**src/rtl/led_ser_pkg.sv**
```systemverilog
package led_ser_pkg;

    typedef enum logic [1:0] {
        ST_IDLE  = 2'd0,
        ST_SHIFT = 2'd1,
        ST_LATCH = 2'd2
    } ser_state_e;

endpackage

```
**src/rtl/led_tick_div.sv**
```systemverilog
module led_tick_div #(
    parameter int DIV_W = 8
) (
    input  logic             clk,
    input  logic             rst_n,
    input  logic             run,
    input  logic [DIV_W-1:0] div_val,
    output logic             tick
);
    logic [DIV_W-1:0] cnt_d, cnt_q;

    always_comb begin
        tick  = run && (cnt_q == div_val);
        cnt_d = cnt_q;
        if (!run || tick) cnt_d = '0;
        else              cnt_d = cnt_q + 1'b1;
    end

    always_ff @(posedge clk or negedge rst_n) begin
        if (!rst_n) cnt_q <= '0;
        else        cnt_q <= cnt_d;
    end

    // with a divide of two or more, ticks never come on adjacent cycles
    p_tick_spacing_r2: assert property (@(posedge clk) disable iff (!rst_n)
        (tick && run && div_val != '0) |=> !tick);

endmodule

```
**src/rtl/led_symbol_shaper.sv**
```systemverilog
module led_symbol_shaper #(
    parameter int TIME_W = 8
) (
    input  logic [TIME_W-1:0] tick_idx,
    input  logic              bit_val,
    input  logic [TIME_W-1:0] zero_high,
    input  logic [TIME_W-1:0] one_high,
    input  logic [TIME_W-1:0] slot_len,
    output logic              line_hi
);
    logic [TIME_W-1:0] high_sel;

    always_comb begin
        high_sel = bit_val ? one_high : zero_high;
        // a width at or beyond the slot saturates to a fully high slot
        if (high_sel >= slot_len) line_hi = 1'b1;
        else                      line_hi = (tick_idx < high_sel);
    end

endmodule

```
**src/rtl/led_chan_order.sv**
```systemverilog
module led_chan_order #(
    parameter int CH_W   = 8,
    parameter int NUM_CH = 3
) (
    input  logic [CH_W*NUM_CH-1:0] pix_in,
    input  logic                   swap_first,
    output logic [CH_W*NUM_CH-1:0] pix_out
);
    for (genvar i = 0; i < NUM_CH; i++) begin : g_slot
        localparam int SWP   = (i == 0) ? 1 : ((i == 1) ? 0 : i);
        localparam int DST   = (NUM_CH - 1 - i) * CH_W;
        localparam int SRC_S = (NUM_CH - 1 - SWP) * CH_W;
        assign pix_out[DST +: CH_W] = swap_first ? pix_in[SRC_S +: CH_W]
                                                 : pix_in[DST +: CH_W];
    end

endmodule

```
**src/rtl/led_pixel_serializer.sv**
```systemverilog
module led_pixel_serializer
    import led_ser_pkg::*;
#(
    parameter int DIV_W  = 8,
    parameter int TIME_W = 8,
    parameter int CNT_W  = 12,
    parameter int RST_W  = 16,
    parameter int CH_W   = 8,
    parameter int NUM_CH = 3
) (
    input  logic                   clk,
    input  logic                   rst_n,
    input  logic                   enable,
    input  logic                   latch_cmd_en,
    input  logic                   grb_order,
    input  logic                   idle_level,
    input  logic [DIV_W-1:0]       div_val,
    input  logic [TIME_W-1:0]      period_val,
    input  logic [TIME_W-1:0]      t0_high,
    input  logic [TIME_W-1:0]      t1_high,
    input  logic [CNT_W-1:0]       frame_pixels,
    input  logic [RST_W-1:0]       latch_period,
    input  logic                   pix_valid,
    input  logic [CH_W*NUM_CH-1:0] pix_data,
    output logic                   pix_ready,
    output logic                   sdo,
    output logic                   frame_end,
    output logic                   latch_done
);
    localparam int PIX_W = CH_W * NUM_CH;
    localparam int IDX_W = $clog2(PIX_W);

    typedef struct packed {
        ser_state_e       st;
        logic [TIME_W-1:0] tcnt;
        logic [IDX_W-1:0]  bidx;
        logic [PIX_W-1:0]  sh;
        logic [CNT_W-1:0]  left;
        logic [RST_W-1:0]  rcnt;
        logic              dirty;
        logic              fend;
        logic              rdone;
    } ser_regs_t;

    ser_regs_t r_d, r_q;

    logic              tick;
    logic              run;
    logic              line_hi;
    logic [PIX_W-1:0]  pix_ordered;
    logic [TIME_W-1:0] slot_eff;
    logic [RST_W-1:0]  latch_eff;
    logic [CNT_W-1:0]  frame_eff;
    logic              bit_end;
    logic              last_bit;
    logic              pix_done;
    logic              accept;

    assign slot_eff  = (period_val   == '0) ? TIME_W'(1) : period_val;
    assign latch_eff = (latch_period == '0) ? RST_W'(1)  : latch_period;
    assign frame_eff = (frame_pixels == '0) ? CNT_W'(1)  : frame_pixels;
    assign run       = enable && (r_q.st != ST_IDLE);

    led_tick_div #(.DIV_W(DIV_W)) u_div (
        .clk     (clk),
        .rst_n   (rst_n),
        .run     (run),
        .div_val (div_val),
        .tick    (tick)
    );

    led_symbol_shaper #(.TIME_W(TIME_W)) u_shape (
        .tick_idx  (r_q.tcnt),
        .bit_val   (r_q.sh[PIX_W-1]),
        .zero_high (t0_high),
        .one_high  (t1_high),
        .slot_len  (slot_eff),
        .line_hi   (line_hi)
    );

    led_chan_order #(.CH_W(CH_W), .NUM_CH(NUM_CH)) u_order (
        .pix_in     (pix_data),
        .swap_first (grb_order),
        .pix_out    (pix_ordered)
    );

    assign bit_end  = (r_q.st == ST_SHIFT) && tick && (r_q.tcnt == slot_eff - TIME_W'(1));
    assign last_bit = (r_q.bidx == IDX_W'(PIX_W - 1));
    assign pix_done = bit_end && last_bit;
    assign pix_ready = enable && ((r_q.st == ST_IDLE) ||
                                  (pix_done && r_q.left != CNT_W'(1)));
    assign accept   = pix_ready && pix_valid;

    always_comb begin
        r_d       = r_q;
        r_d.fend  = 1'b0;
        r_d.rdone = 1'b0;
        if (!enable) begin
            r_d = '0;
        end else begin
            case (r_q.st)
                ST_IDLE: begin
                    if (accept) begin
                        r_d.st   = ST_SHIFT;
                        r_d.sh   = pix_ordered;
                        r_d.bidx = '0;
                        r_d.tcnt = '0;
                        r_d.left = (r_q.left == '0) ? frame_eff : r_q.left;
                    end else if (latch_cmd_en && r_q.dirty) begin
                        r_d.st   = ST_LATCH;
                        r_d.rcnt = '0;
                    end
                end
                ST_SHIFT: begin
                    if (tick) begin
                        if (r_q.tcnt == slot_eff - TIME_W'(1)) begin
                            r_d.tcnt = '0;
                            if (last_bit) begin
                                r_d.dirty = 1'b1;
                                r_d.left  = r_q.left - 1'b1;
                                if (r_q.left == CNT_W'(1)) r_d.fend = 1'b1;
                                if (accept) begin
                                    r_d.sh   = pix_ordered;
                                    r_d.bidx = '0;
                                end else begin
                                    r_d.st = ST_IDLE;
                                end
                            end else begin
                                r_d.bidx = r_q.bidx + 1'b1;
                                r_d.sh   = r_q.sh << 1;
                            end
                        end else begin
                            r_d.tcnt = r_q.tcnt + 1'b1;
                        end
                    end
                end
                ST_LATCH: begin
                    if (tick) begin
                        if (r_q.rcnt == latch_eff - RST_W'(1)) begin
                            r_d.st    = ST_IDLE;
                            r_d.rdone = 1'b1;
                            r_d.dirty = 1'b0;
                        end else begin
                            r_d.rcnt = r_q.rcnt + 1'b1;
                        end
                    end
                end
                default: r_d.st = ST_IDLE;
            endcase
        end
    end

    always_ff @(posedge clk or negedge rst_n) begin
        if (!rst_n) r_q <= '0;
        else        r_q <= r_d;
    end

    always_comb begin
        if (!enable)                 sdo = idle_level;
        else if (r_q.st == ST_SHIFT) sdo = line_hi;
        else if (r_q.st == ST_LATCH) sdo = 1'b0;
        else                         sdo = idle_level;
    end

    assign frame_end  = r_q.fend;
    assign latch_done = r_q.rdone;

    p_disable_clears_r10: assert property (@(posedge clk) disable iff (!rst_n)
        !enable |=> (r_q.st == ST_IDLE && !frame_end && !latch_done));

    p_fend_after_shift_r7: assert property (@(posedge clk) disable iff (!rst_n)
        frame_end |-> ($past(r_q.st) == ST_SHIFT && !latch_done));

    p_done_after_latch_r8: assert property (@(posedge clk) disable iff (!rst_n)
        latch_done |-> ($past(r_q.st) == ST_LATCH));

    p_shift_hold_r3: assert property (@(posedge clk) disable iff (!rst_n)
        (enable && r_q.st == ST_SHIFT && !tick) |=> $stable(r_q.sh));

    p_bit_index_r5: assert property (@(posedge clk) disable iff (!rst_n)
        r_q.bidx <= IDX_W'(PIX_W - 1));

endmodule

```
**config.mk**
```make
export PLATFORM = sky130hd
export DESIGN_NAME = led_pixel_serializer
export DESIGN_NICKNAME = d
export VERILOG_FILES = /design/src/rtl/led_ser_pkg.sv /design/src/rtl/led_tick_div.sv /design/src/rtl/led_symbol_shaper.sv /design/src/rtl/led_chan_order.sv /design/src/rtl/led_pixel_serializer.sv
export SDC_FILE = /design/constraint.sdc
export NUM_CORES = 1
export LEC_CHECK = 0
export ABC_CLOCK_PERIOD_IN_PS = 9200
export BUFFER_PORTS_ARGS = -buffer_cell sky130_fd_sc_hd__buf_2
export CAP_MARGIN = 20
export CORE_ASPECT_RATIO = 1.4
export CORE_MARGIN = 10
export CORE_UTILIZATION = 30
export CTS_BUF_LIST = sky130_fd_sc_hd__clkbuf_2 sky130_fd_sc_hd__clkbuf_4 sky130_fd_sc_hd__clkbuf_8
export DETAILED_ROUTE_END_ITERATION = 10
export PLACE_DENSITY = 0.53
export SYNTH_ARGS = -nofsm -noshare
export SYNTH_HDL_FRONTEND = slang
export SYNTH_SLANG_ARGS = --single-unit
```
**constraint.sdc**
```tcl
create_clock -name clk -period 9.2 [get_ports clk]
set_clock_uncertainty 0.05 [all_clocks]
set_input_delay 1.84 -clock clk [delete_from_list [all_inputs] [get_ports clk]]
set_output_delay 1.84 -clock clk [all_outputs]
set_load 0.01 [all_outputs]
```
==> results.yml <==
run_status:
  status: "completed"
routing:
  num_vias: 5460
  wire_per_inst_um: 15.9
  ant_nets: 0
  dr.pass1.iters: 5
  post-route-drc-count: 0
  routed_wl_um: 16500
  drt_iter0_drc: 314
  avgViaCountPerCell: 5.26
layout:
  fin_area_um2: 6920
  antenna_cells: 0
  layoutNonFillerInstCount: 1038
  nFillCells: 2046
  drive_gt1_share_pct: 17.2
  layout.nets: 897
  final_cell_mix: "93 x buf_2, 82 x nand2_1, 78 x dfrtp_1, 53 x o21ai_0, 40 x nor2_1"
  syn2layout_area_growth_pct: 15.5
  layout_commonest_cell: "buf_2"
  final_util_pct: 35.0
grt:
  grt_pass1_vias: 5463
  antenna_found_initial: 0
  grt_util_met3_pct: 1.78
  grtUsageMet1_pct: 15.4
  grtUsageMet2_pct: 21.6
  grt_max_degree: 53
  grt_pass1_wl_um: 27600
  grtUsageTotal_pct: 12.5
  top_usage_layer: "met2"
  grt-ovfl-total: 0
placed_design:
  place.gp.congestion: 0.824
  numPlacedInstances: 1023
  portBuffers: 94
  hpwl_um: 12400
  dpl-instance-area_um2: 6640
sta:
  worstMarginPinSlew_ns: 0.909
  slew_headroom_pct: 39.3
  slew_viol_final: 0
  setup_violations: 0
  min_period_over_period_pct: 76.2
  fin_tns_setup_ns: 0
  fmax_mhz: 143
  fin_crit_ns: 7.01
  finalHoldViolCount: 0
  rsz0062_at_grt: "false"
clock_tree:
  clk_latency_ns: 0.35
  clkSinkCount: 78
  post_cts_buffers: 0
  clkTransAtPathRegs_ns: 0.09
  cts_max_path_buffers: 2
  cts_inserted_buffers: 9
  cts_resized: 0
  cts_hold_buf: 0
  cts_root_buffer: "clkbuf_8"
  htreeDepth: 3
  cts_tree: "done"
logic_synthesis:
  synth_top_area_share_pct: 32.6
  syn_nets: 827
  synth_cell_types: 76
  syn_area_um2: 5990
  synth_sequential_area_ratio_pct: 32.6
  ys_async_sr_fraction_pct: 100
  ys_warn_count: 0
  synth-seq-cells: 78
  postSynthAreaPerCell_um2: 8.40
  synth-edff-count: 0
  syn_inst: 713
  synth_area_leader_cell: "dfrtp_1"
  synthFlopType: "dfrtp_1"
  synthTopCellsByArea: "dfrtp_1 33%, mux2i_1 5.8%, nand2_1 5.1%, ha_1 4.8%, o21ai_0 4.4%"
worst_setup_path:
  reg2reg_to: "r_q[19]$_DFFE_PN0P_"
  worst-path-max-fanout: 8
  worstSetupPathType: "in -> out"
  worstPathArrival_ns: 5.12
  r2r_cells: 8
  crit_path_start: "period_val[2]"
  reg2reg_slack_ns: 5.88
  crit_end: "pix_ready"
  cp-start-kind: "input pin"
  cp-end-kind: "output pin"
  r2r_start: "r_q[61]$_DFFE_PN0P_"
  required_ns: 7.31
die:
  initial_utilization_pct: 30.3
  die_x_um: 139
  rows: 61
  pin_count: 95
  die_y_um: 187
  die_area_um2: 26100
  core-area_um2: 19800
power:
  p_total_uw: 946
  p_per_area_nw_per_um2: 137
  peakVddDrop_uv: 85.1
  p_leak_uw: 0.00309
hold_path:
  hold_class: "reg -> reg"
flow_run:
  max_cap_violations: 0
[worst max-delay path: stages]
cell and delay (ns):
buf_2 0.15, nor4_4 0.42, a21oi_2 0.14, ha_1 0.33, xnor2_1 0.12, a221o_1 0.27
a2111oi_2 0.33, nand4b_1 0.31, or2_2 0.42, nor3_1 0.21, nand2_1 0.12, o22ai_1 0.26
buf_2 0.19
[cell type report]
type                       count  area, µm²  area share [%]
timing repair buffer          99        523            7.56
sequential                    78       1950            28.2
clock inverter                 4        120            1.74
inverter                      26       97.6            1.41
multi-input combinational    569       3770            54.5
tap                          252        315            4.56
clock buffer                  10        138            1.99
[flip-flops by register name, indices dropped and copies added, names as in the netlist]
signal / cells
frame_end: 1
latch_done: 1
r_q: 68
u_div.cnt_q: 8
[logic make-up (layout without fill, tap and decap cells)]
family | Yosys count | after routing | synth area share [%]
XOR/XNOR | 38 | 38 | 5.56
buffers and inverters | 66 | 139 | 4.57
AND/OR/NAND/NOR | 283 | 283 | 25.7
flip-flops | 78 | 78 | 32.6
adder cells (fa/ha/maj) | 23 | 23 | 4.80
multiplexers | 35 | 35 | 5.85
AO/OA/AOI/OAI | 190 | 190 | 20.9
[where the power goes]
part	internal, µW	switching, µW
Sequential	370	27.7
Combinational	83.8	125
Clock	212	128
[worst min path at each step]
stage,end,from,depth (start not counted)
3_5_place_dp,r_q[36]$_DFFE_PN0P_,r_q[36]$_DFFE_PN0P_,2
5_1_grt,r_q[42]$_DFFE_PN0P_,r_q[42]$_DFFE_PN0P_,2
4_1_cts,r_q[31]$_DFFE_PN0P_,r_q[31]$_DFFE_PN0P_,2
2_1_floorplan,r_q[32]$_DFFE_PN0P_,r_q[32]$_DFFE_PN0P_,2
3_3_place_gp,r_q[36]$_DFFE_PN0P_,r_q[36]$_DFFE_PN0P_,2
6_report,r_q[49]$_DFFE_PN0P_,r_q[49]$_DFFE_PN0P_,2
[stage by stage]
step	hold WS (ns)	worst slack (ns)
after CTS	0.438	2.18
after detailed placement	0.420	2.22
after floorplan	0.398	2.86
after global routing	0.454	1.96
final	0.438	2.19
after global placement	0.411	2.21
[synthesized netlist by cell type, types with 18 or more instances]
master,n
clkbuf_1,32
xnor2_1,18
nand3_1,26
o211ai_1,18
mux2i_1,35
nand2_1,82
o21ai_0,53
dfrtp_1,78
xor2_1,20
inv_1,25
a21oi_1,24
nor2_1,40
ha_1,23
nor3_1,33
[layer usage]
layer  routed length (µm)  share of wire, %  up-vias
met5                    0                 0        -
met4                  255               1.5        0
met3                  444               2.7       14
met2                 8370                51       81
met1                 7390                45     2601
li1                     -                 -     2764
Note: power is estimated with default switching activity, not from simulation.
